### config.mk
export PLATFORM = sky130hd
export DESIGN_NAME = bfp_shifter
export DESIGN_NICKNAME = d
export VERILOG_FILES = /design/src/rtl/bfs_pkg.sv /design/src/rtl/bfs_place.sv /design/src/rtl/bfs_signcnt.sv /design/src/rtl/bfs_barrel.sv /design/src/rtl/bfp_shifter.sv
export SDC_FILE = /design/constraint.sdc
export NUM_CORES = 1
export LEC_CHECK = 0
export ABC_CLOCK_PERIOD_IN_PS = 5100
export BUFFER_PORTS_ARGS = -buffer_cell sky130_fd_sc_hd__clkbuf_2
export CAP_MARGIN = 30
export CORE_MARGIN = 1.5
export CORE_UTILIZATION = 39
export DETAILED_ROUTE_END_ITERATION = 10
export PLACE_DENSITY = 0.63
export SYNTH_ARGS = -nofsm -noshare
export SYNTH_HDL_FRONTEND = slang
export SYNTH_SLANG_ARGS = --single-unit
### constraint.sdc
create_clock -name clk -period 5.1 [get_ports clk]
set_clock_uncertainty 0.15 [all_clocks]
set_input_delay 1.53 -clock clk [delete_from_list [all_inputs] [get_ports clk]]
set_output_delay 1.53 -clock clk [all_outputs]
set_load 0.01 [all_outputs]
### src/rtl/bfs_pkg.sv
package bfs_pkg;

   typedef enum logic [2:0] {
      OP_LSH    = 3'd0,
      OP_ASH    = 3'd1,
      OP_NORM   = 3'd2,
      OP_DENORM = 3'd3,
      OP_EXP    = 3'd4
   } bfs_op_e;

   localparam int BFS_STYLE_STAGED   = 0;
   localparam int BFS_STYLE_OPERATOR = 1;

endpackage

### src/rtl/bfs_place.sv
module bfs_place #(
   parameter int DW = 16
) (
   input  logic [DW-1:0]   word_i,
   input  logic            upper_i,
   input  logic            sext_i,
   output logic [2*DW-1:0] field_o
);
   localparam int RW = 2 * DW;

   logic [DW-1:0] ext_w;

   assign ext_w   = sext_i ? {DW{word_i[DW-1]}} : {DW{1'b0}};
   assign field_o = upper_i ? {word_i, {DW{1'b0}}} : {ext_w, word_i};

   if (RW != 2 * DW) begin : g_bad_rw
      $error("bfs_place: field width mismatch");
   end

endmodule

### src/rtl/bfs_signcnt.sv
module bfs_signcnt #(
   parameter int DW = 16,
   parameter int CW = $clog2(DW)
) (
   input  logic [DW-1:0] word_i,
   output logic [CW-1:0] run_o
);
   logic [DW-2:0] same_w;
   logic [DW-2:0] pref_w;

   for (genvar i = 0; i < DW - 1; i++) begin : g_same
      assign same_w[i] = ~(word_i[i] ^ word_i[DW-1]);
   end

   assign pref_w[DW-2] = same_w[DW-2];
   for (genvar i = DW - 3; i >= 0; i--) begin : g_pref
      assign pref_w[i] = pref_w[i+1] & same_w[i];
   end

   always_comb begin
      run_o = '0;
      for (int i = 0; i < DW - 1; i++) begin
         run_o = run_o + CW'(pref_w[i]);
      end
   end

   if (DW < 4) begin : g_bad_dw
      $error("bfs_signcnt: word too narrow");
   end
   if ((DW - 1) >= (1 << CW)) begin : g_bad_cw
      $error("bfs_signcnt: count width too small");
   end

endmodule

### src/rtl/bfs_barrel.sv
module bfs_barrel #(
   parameter int RW    = 32,
   parameter int MW    = 9,
   parameter int STYLE = 0
) (
   input  logic [RW-1:0] din_i,
   input  logic          left_i,
   input  logic          arith_i,
   input  logic [MW-1:0] mag_i,
   output logic [RW-1:0] dout_o
);
   localparam int LG = $clog2(RW);
   localparam logic [MW-1:0] RW_M = MW'(RW);

   logic          fill_w;
   logic          over_w;

   assign fill_w = arith_i & ~left_i & din_i[RW-1];
   assign over_w = (mag_i >= RW_M);

   if (STYLE == 0) begin : g_staged
      logic [RW-1:0] rin_w;
      logic [RW-1:0] rout_w;
      logic [RW-1:0] stg_w [LG+1];

      for (genvar j = 0; j < RW; j++) begin : g_rev_in
         assign rin_w[j] = din_i[RW-1-j];
      end

      assign stg_w[0] = left_i ? rin_w : din_i;

      for (genvar k = 0; k < LG; k++) begin : g_stage
         localparam int STEP = 1 << k;
         assign stg_w[k+1] = mag_i[k] ? {{STEP{fill_w}}, stg_w[k][RW-1:STEP]}
                                      : stg_w[k];
      end

      for (genvar j = 0; j < RW; j++) begin : g_rev_out
         assign rout_w[j] = stg_w[LG][RW-1-j];
      end

      assign dout_o = over_w ? {RW{fill_w}} : (left_i ? rout_w : stg_w[LG]);
   end else begin : g_operator
      logic [RW-1:0] lsh_w;
      logic [RW-1:0] rsh_w;

      assign lsh_w  = din_i << mag_i;
      assign rsh_w  = arith_i ? RW'($signed(din_i) >>> mag_i) : (din_i >> mag_i);
      assign dout_o = over_w ? {RW{fill_w}} : (left_i ? lsh_w : rsh_w);
   end

   if ((1 << LG) != RW) begin : g_bad_pow2
      $error("bfs_barrel: width must be a power of two");
   end
   if (RW >= (1 << MW)) begin : g_bad_mw
      $error("bfs_barrel: magnitude width too small");
   end
   if (STYLE != 0 && STYLE != 1) begin : g_bad_style
      $error("bfs_barrel: unknown style");
   end

endmodule

### src/rtl/bfp_shifter.sv
module bfp_shifter
   import bfs_pkg::*;
#(
   parameter int DW    = 16,
   parameter int SW    = 8,
   parameter int STYLE = BFS_STYLE_STAGED
) (
   input  logic              clk,
   input  logic              rst_n,
   input  logic [2:0]        opcode,
   input  logic [DW-1:0]     operand,
   input  logic [SW-1:0]     shamt,
   input  logic              hi_sel,
   input  logic              or_acc,
   output logic [2*DW-1:0]   result,
   output logic [SW-1:0]     exp_out
);
   localparam int RW = 2 * DW;
   localparam int MW = SW + 1;
   localparam int CW = $clog2(DW);

   logic [RW-1:0] res_q;
   logic [SW-1:0] exp_q;
   logic [CW-1:0] run_w;
   logic [SW-1:0] run_ext;
   logic [RW-1:0] field_w;
   logic [RW-1:0] shifted_w;
   logic [SW-1:0] amt_c;
   logic [MW-1:0] mag_c;
   logic          left_c;
   logic          sext_c;
   logic          arith_c;
   logic          shift_c;
   logic [SW-1:0] exp_d;
   logic [RW-1:0] res_d;

   bfs_signcnt #(.DW(DW), .CW(CW)) u_cnt (
      .word_i (operand),
      .run_o  (run_w)
   );

   assign run_ext = {{(SW-CW){1'b0}}, run_w};

   always_comb begin
      amt_c   = shamt;
      sext_c  = 1'b0;
      arith_c = 1'b0;
      shift_c = 1'b1;
      exp_d   = exp_q;
      case (opcode)
         OP_LSH: begin
            amt_c = shamt;
         end
         OP_ASH: begin
            sext_c  = 1'b1;
            arith_c = 1'b1;
         end
         OP_NORM: begin
            if (hi_sel) begin
               amt_c = run_ext;
               exp_d = SW'(0) - run_ext;
            end else begin
               amt_c = SW'(0) - exp_q;
            end
         end
         OP_DENORM: begin
            if (hi_sel) begin
               arith_c = 1'b1;
               exp_d   = shamt;
            end else begin
               amt_c = exp_q;
            end
         end
         OP_EXP: begin
            shift_c = 1'b0;
            exp_d   = SW'(0) - run_ext;
         end
         default: begin
            shift_c = 1'b0;
         end
      endcase
   end

   assign left_c = ~amt_c[SW-1];
   assign mag_c  = left_c ? {1'b0, amt_c} : (MW'(0) - {amt_c[SW-1], amt_c});

   bfs_place #(.DW(DW)) u_place (
      .word_i  (operand),
      .upper_i (hi_sel),
      .sext_i  (sext_c),
      .field_o (field_w)
   );

   bfs_barrel #(.RW(RW), .MW(MW), .STYLE(STYLE)) u_barrel (
      .din_i   (field_w),
      .left_i  (left_c),
      .arith_i (arith_c),
      .mag_i   (mag_c),
      .dout_o  (shifted_w)
   );

   assign res_d = (or_acc ? res_q : {RW{1'b0}}) | shifted_w;

   always_ff @(posedge clk or negedge rst_n) begin
      if (!rst_n) begin
         res_q <= '0;
         exp_q <= '0;
      end else begin
         if (shift_c) begin
            res_q <= res_d;
         end
         exp_q <= exp_d;
      end
   end

   assign result  = res_q;
   assign exp_out = exp_q;

   if (CW >= SW) begin : g_bad_sw
      $error("bfp_shifter: exponent width too small for count");
   end
   if ((1 << (SW - 1)) < RW) begin : g_bad_range
      $error("bfp_shifter: shift range cannot clear the field");
   end


   exp_range_chk: assert property (@(posedge clk) disable iff (!rst_n)
      (opcode == OP_EXP) |=> ($signed(exp_q) <= 0 && $signed(exp_q) > -DW));


   exp_keeps_result_chk: assert property (@(posedge clk) disable iff (!rst_n)
      (opcode == OP_EXP) |=> $stable(res_q));


   norm_msb_chk: assert property (@(posedge clk) disable iff (!rst_n)
      (opcode == OP_NORM && hi_sel && !or_acc &&
       operand != {DW{1'b0}} && operand != {DW{1'b1}})
      |=> (res_q[RW-1] != res_q[RW-2]));


   denorm_exp_chk: assert property (@(posedge clk) disable iff (!rst_n)
      (opcode == OP_DENORM && hi_sel) |=> (exp_q == $past(shamt)));


   acc_keeps_bits_chk: assert property (@(posedge clk) disable iff (!rst_n)
      (opcode <= 3'd3 && or_acc) |=> ((res_q & $past(res_q)) == $past(res_q)));


   idle_hold_chk: assert property (@(posedge clk) disable iff (!rst_n)
      (opcode > 3'd4) |=> ($stable(res_q) && $stable(exp_q)));


   shift_keeps_exp_chk: assert property (@(posedge clk) disable iff (!rst_n)
      (opcode <= 3'd1) |=> $stable(exp_q));

endmodule

==> run metrics, run 1 <==
Die Ht 129 um; Area Growth Syn to Fin 57.8%; R2R Setup Slk 0.78 ns; Crit Path Category input port to flop; number of antenna diodes 0; Rel. slew slack 37.0%; Synth Area in Adders 4.37%; total power 3130 uW; post-synthesis cell area 6230 um^2; first-pass GRT wire length 40.3 mm; CTS Buffer Depth 2; First-pass DRT Iterations 6; XOR/XNOR Fraction of Synth Area 2.49%; CP max stage cell fa_2; post-synth top area share 16.1%; crit-path max FO 7; initial core utilization 39.5%; largest family of logic cells by synthesized area compound AO/OA/AOI/OAI gates; max cap viols 0; Final Slew Violations 0; capture point of the worst reg-to-reg path result[17]$_DFFE_PN0P_; failing checks negative setup slack; FF-to-FF path depth 14; Hold WC Path Type flop to flop; status finished with violations; RSZ-0062 raised after global routing true; mux contribution to synthesized area 10.7%; initial drt markers 943; Yosys reg bits 40; main flop type after synthesis dfrtp_1; Die Area 16800 um^2; Worst Hold Launch result[27]$_DFFE_PN0P_; setup ws final -3.32 ns; commonest non-fill, non-tap cell in the layout buf_4; total wire length 26.3 mm; post-DP HPWL 19.2 mm; crit-path max cell delay 0.57 ns; Worst-Margin Slew 0.941 ns; Global Route Usage Sum 30.3%; CTS sink cnt 40; min cycle time layout 8.42 ns; pin count of the biggest net entering global routing 41; Peak Freq 119 MHz; LEAKAGE 0.00423 uW; share of flip-flops with an asynchronous set or reset 100%; Mapped Cells 837; Syn Area/Cell 7.45 um^2; Core Util, Final 62.4%; fin nets 1133; post-synthesis sequential area ratio 16.1%; commonest non-fill, non-tap cells in the layout buf_4, nand2_1, clkbuf_2; routability cong. 1.04; via count 8135; critical path arrival 8.43 ns; Simple-Gate Fraction of Synth Area 22.2%; syn_nets 885; Synth Area in Compound Gates 36.9%; I/O Pins 71; Min-Delay Endpoint result[27]$_DFFE_PN0P_; drt drc 0; GRT Residual Overflow 0; PD cells 318 nW/um^2; layout cell share with drive strength beyond 1 46.4%; Post-synth EDFFs 0; # port buffers 70; Chip Width 129 um; Via density 6.25; maximum vdd drop 0.220 mV; htree depth 2; initial antenna violation count 0; Ys Warns 0; Setup crit end kind flop; number of global-route vias before repair 7482; Skew-Pair Late Insertion Delay 0.29 ns; Setup Viol. Count Final 40; CTS Hold Bufs 0; Final Cycle Share 165%; row cnt 46; post-synthesis cell type count 90; cts bufs inserted 5; Core Box Area 15800 um^2; CTS root buf clkbuf_16; DR WL/cell 20.2 um; hold path depth 2; CTS tree built; post-route ant nets 0; Layout fillers 1395; Synth area leader dfrtp_1; Startpoint Class input port; FF-to-FF Start exp_out[3]$_DFFE_PN0P_; Synth area leaders dfrtp_1, a21oi_1, nand2_1; Worst EP required 5.11 ns; final number of hold-violating endpoints 0; CTS clk-pin slew, worst paths 0.06 ns
what timing repair did:
| action | 4_1_cts | 5_1_grt |
|---|---|---|
| gates cloned | 1 | 1 |
| buffers inserted | 41 | 17 |
| pin swaps | 50 | 42 |
| resized for setup | 125 | 80 |
| endpoints found under the setup margin | 40 | 40 |
final cells by class:
cell class              instances  area [um^2]  share of cell area (%)
multi-input cells             696         5830                    59.3
repair buffers                311         2450                    24.9
flip-flops and latches         40         1000                    10.2
well taps                     216          270                    2.75
clock buffers                   5          125                    1.27
inverters                      31          116                    1.18
clock inverters                 3         46.3                   0.470
per-stage QoR:
step | instances | setup WS, ns | hold slack, ns | cell area [um^2] | setup TNS (ns)
floorplan | 837 | -3.30 | 0.364 | 6580 | -113.45
global placement | 1236 | -3.56 | 0.318 | 8260 | -122.95
detailed placement | 1237 | -3.73 | 0.322 | 8280 | -127.66
CTS | 1285 | -3.13 | 0.336 | 9330 | -109.39
global route | 1302 | -3.51 | 0.377 | 9840 | -122.08
finish | 1302 | -3.32 | 0.329 | 9840 | -113.41
cells by family after synthesis:
family	Yosys count
xor+xnor	16
buf+inv	102
flops	40
mux	46
fa+ha+maj	17
simple gates	278
compound gates	338
synthesized netlist by cell type (all sizes together), types with 4 or more instances:
cell / n
a31oi: 16
o31ai: 16
nand2: 87
nand3: 30
a221oi: 12
nand2b: 7
or3: 14
dfrtp: 40
a211oi: 17
a2bb2oi: 4
and3: 6
buf: 40
nor2b: 19
mux2i: 27
a32oi: 4
o21ai: 68
o22a: 9
ha: 9
fa: 8
a211o: 5
mux2: 6
xor2: 5
o211ai: 14
nor2: 68
clkbuf: 31
a22oi: 13
o221ai: 11
mux4: 13
inv: 29
a21oi: 72
a21boi: 5
o31a: 4
a21o: 16
and2: 5
xnor2: 11
nand4: 6
nor3: 20
o22ai: 14
o21a: 4
state kept, by name, indices dropped and copies added (netlist names):
register  cells
exp_out       8
result       32
routing by layer:
layer	routed length [um]	share of wire [%]	GRT usage, %	up-vias
li1	-	-	-	3695
met1	11100	42	41.1	3866
met2	12200	46	49.9	474
met3	1980	7.5	3.88	100
met4	1050	4.0	9.87	0
met5	0	0	0	-
worst max-delay path: cells and delay by family:
kind	cells	cell delay [ns]
adders and majority gates	7	2.74
AOI/OAI and AO/OA	9	1.53
muxes	3	0.66
and+or+nand+nor	4	1.30
buffers and inverters	7	0.66
how the worst max path moves through the flow:
stage / end / slack [ns] / startpoint / depth (start not counted)
after global placement: result[26]$_DFFE_PN0P_ / -3.56 / operand[15] / 31
final: result[17]$_DFFE_PN0P_ / -3.32 / operand[15] / 30
after CTS: result[1]$_DFFE_PN0P_ / -3.13 / operand[15] / 33
after detailed placement: result[26]$_DFFE_PN0P_ / -3.73 / operand[15] / 31
after floorplan: result[28]$_DFFE_PN0P_ / -3.30 / operand[15] / 26
after global routing: result[17]$_DFFE_PN0P_ / -3.51 / operand[15] / 34
power breakdown:
| group | internal [uW] | total [uW] | switching, uW |
|---|---|---|---|
| sequential | 402 | 500 | 97.9 |
| combinational | 1080 | 2270 | 1190 |
| clock | 232 | 367 | 135 |
Power figures use the tool's default switching activity.
==> inputs of run 2 (changes only) <==
- ABC_CLOCK_PERIOD_IN_PS: 5100 -> 9150
- clock period: 5.1 -> 9.15 ns (I/O delays scaled with it)
==> run 2 against run 1 <==
  * The run still ends with negative setup slack left
  * Combinational power down 48%
  * Cell area down 7.9%
  * Critical path depth down 2
  * Core utilization down 4.9 points
  * Sequential cell count unchanged
  * First-iteration DRC count down 8.3%
  * Hold slack worse by 0.0047 ns
  * Power down 47%
  * Register-to-register slack better by 4.0 ns
  * Largest power group unchanged
  * Highest routed layer unchanged
==> run metrics, run 2 (same netlist as run 1, synthesis figures left out) <==
Worst-Margin Slew 0.972 ns; setup TNS -9.50 ns; Skew-Pair Late Insertion Delay 0.29 ns; met3 Usage GRT 3.67%; total power 1660 uW; Hold WC Path Type flop to flop; GR Util met1 39.0%; CTS tree built; CTS root buf clkbuf_16; Core Util, Final 57.5%; # port buffers 70; Die Area 16800 um^2; htree depth 2; post-route ant nets 0; Via density 6.24; initial drt markers 865; crit-path max cell delay 0.57 ns; layout cell share with drive strength beyond 1 40.5%; Final Cycle Share 104%; routability cong. 0.986; number of flip-flops in the largest register 32; crit-path max FO 4; max cap viols 0; met2 Resource Use GR 47.6%; Area Growth Syn to Fin 45.4%; CP max stage cell fa_2; failing checks negative setup slack; via count 7812; CP startpoint operand[15]; drt drc 0; LEAKAGE 0.00387 uW; critical path arrival 9.58 ns; initial antenna violation count 0; GRT Residual Overflow 0; Rel. slew slack 34.9%; commonest non-fill, non-tap cells in the layout buf_4, nand2_1, clkbuf_2; row cnt 46; Die Ht 129 um; Worst Hold Launch result[27]$_DFFE_PN0P_; status finished with violations; cts bufs inserted 5; First-pass DRT Iterations 6; Most common cell on crit path fa_1; Worst EP required 9.18 ns; busiest grt layer met2; CTS clk-pin slew, worst paths 0.07 ns; Crit Path Category input port to flop; Core Box Area 15800 um^2; commonest non-fill, non-tap cell in the layout buf_4; Global Route Usage Sum 28.8%; CTS Hold Bufs 0; DR WL/cell 19.8 um; number of antenna diodes 0; total wire length 24.8 mm; PD cells 183 nW/um^2; Startpoint Class input port; RSZ-0062 raised after global routing true; Chip Width 129 um; final number of hold-violating endpoints 0; first-pass GRT wire length 38.5 mm; CTS Buffer Depth 2; Final Slew Violations 0; I/O Pins 71; maximum vdd drop 0.130 mV; pin count of the biggest net entering global routing 43; setup ws final -0.397 ns; CTS sink cnt 40; Setup crit end kind flop; min cycle time layout 9.55 ns; FF-to-FF Start exp_out[0]$_DFFE_PN0P_; post-DP HPWL 18.4 mm; Peak Freq 105 MHz; fin nets 1083; Setup Viol. Count Final 32; initial core utilization 39.5%; number of global-route vias before repair 7200
==> run 2: changes by cell type in the layout (fill, tap and decap cells not counted), moves of 4 or more <==
cell	previous run	this run
o21ai_1	12	17
nor2_1	51	55
buf_8	4	0
buf_6	39	22
o21ai_2	14	8
buf_4	189	163
==> run 2: worst max-delay path, delay by kind of cell <==
family,cells,cell delay (ns)
AOI/OAI and AO/OA,7,1.15
adders and majority gates,7,2.80
and+or+nand+nor,4,1.40
muxes,3,0.90
buffers and inverters,7,0.59
==> run 2: power by group <==
group | switching (uW) | internal (uW) | total, uW
Clock | 79.8 | 130 | 210
Sequential | 51.1 | 224 | 275
Combinational | 627 | 548 | 1170
Total | 758 | 902 | 1660
==> run 2: timing repair <==
action                     CTS  global route
setup buffers               31             9
pin swaps                   34            34
setup endpoints to repair   32            32
gates cloned                 2             0
gates resized for setup     90            48
==> run 2: metal layers <==
metal	vias up	wire [um]
met5	-	0
met4	0	853
met3	80	1750
met2	414	11800
met1	3727	10400
li1	3591	-
==> run 2: per-stage QoR <==
stage               hold slack (ns)  instance area [um^2]  instances  setup WS, ns
CTS                           0.329                  8780       1245        -0.372
floorplan                     0.364                  6550        837        -0.506
global placement              0.311                  7940       1204        -0.769
global route                  0.351                  9070       1252        -0.624
detailed placement            0.321                  7960       1205        -0.890
finish                        0.325                  9070       1252        -0.397
==> run 2: area by class of cell <==
cell class / count / area, um^2
inverter: 31 / 116
tap: 216 / 270
clock inverter: 3 / 46.3
fill: 1449 / 6700
sequential: 40 / 1000
multi-input combinational: 697 / 5570
timing repair buffer: 260 / 1940
clock buffer: 5 / 125
==> run 2: worst paths after layout <==
check,slack (ns),end,depth (start not counted)
worst max-delay path,-0.40,result[6]$_DFFE_PN0P_,28
worst min-delay path,0.32,result[27]$_DFFE_PN0P_,2
worst max register to register,4.73,result[6]$_DFFE_PN0P_,9
worst min register to register,0.32,result[27]$_DFFE_PN0P_,2
max in group asynchronous,6.25,result[30]$_DFFE_PN0P_,2
min in group asynchronous,2.15,exp_out[2]$_DFFE_PN0P_,1
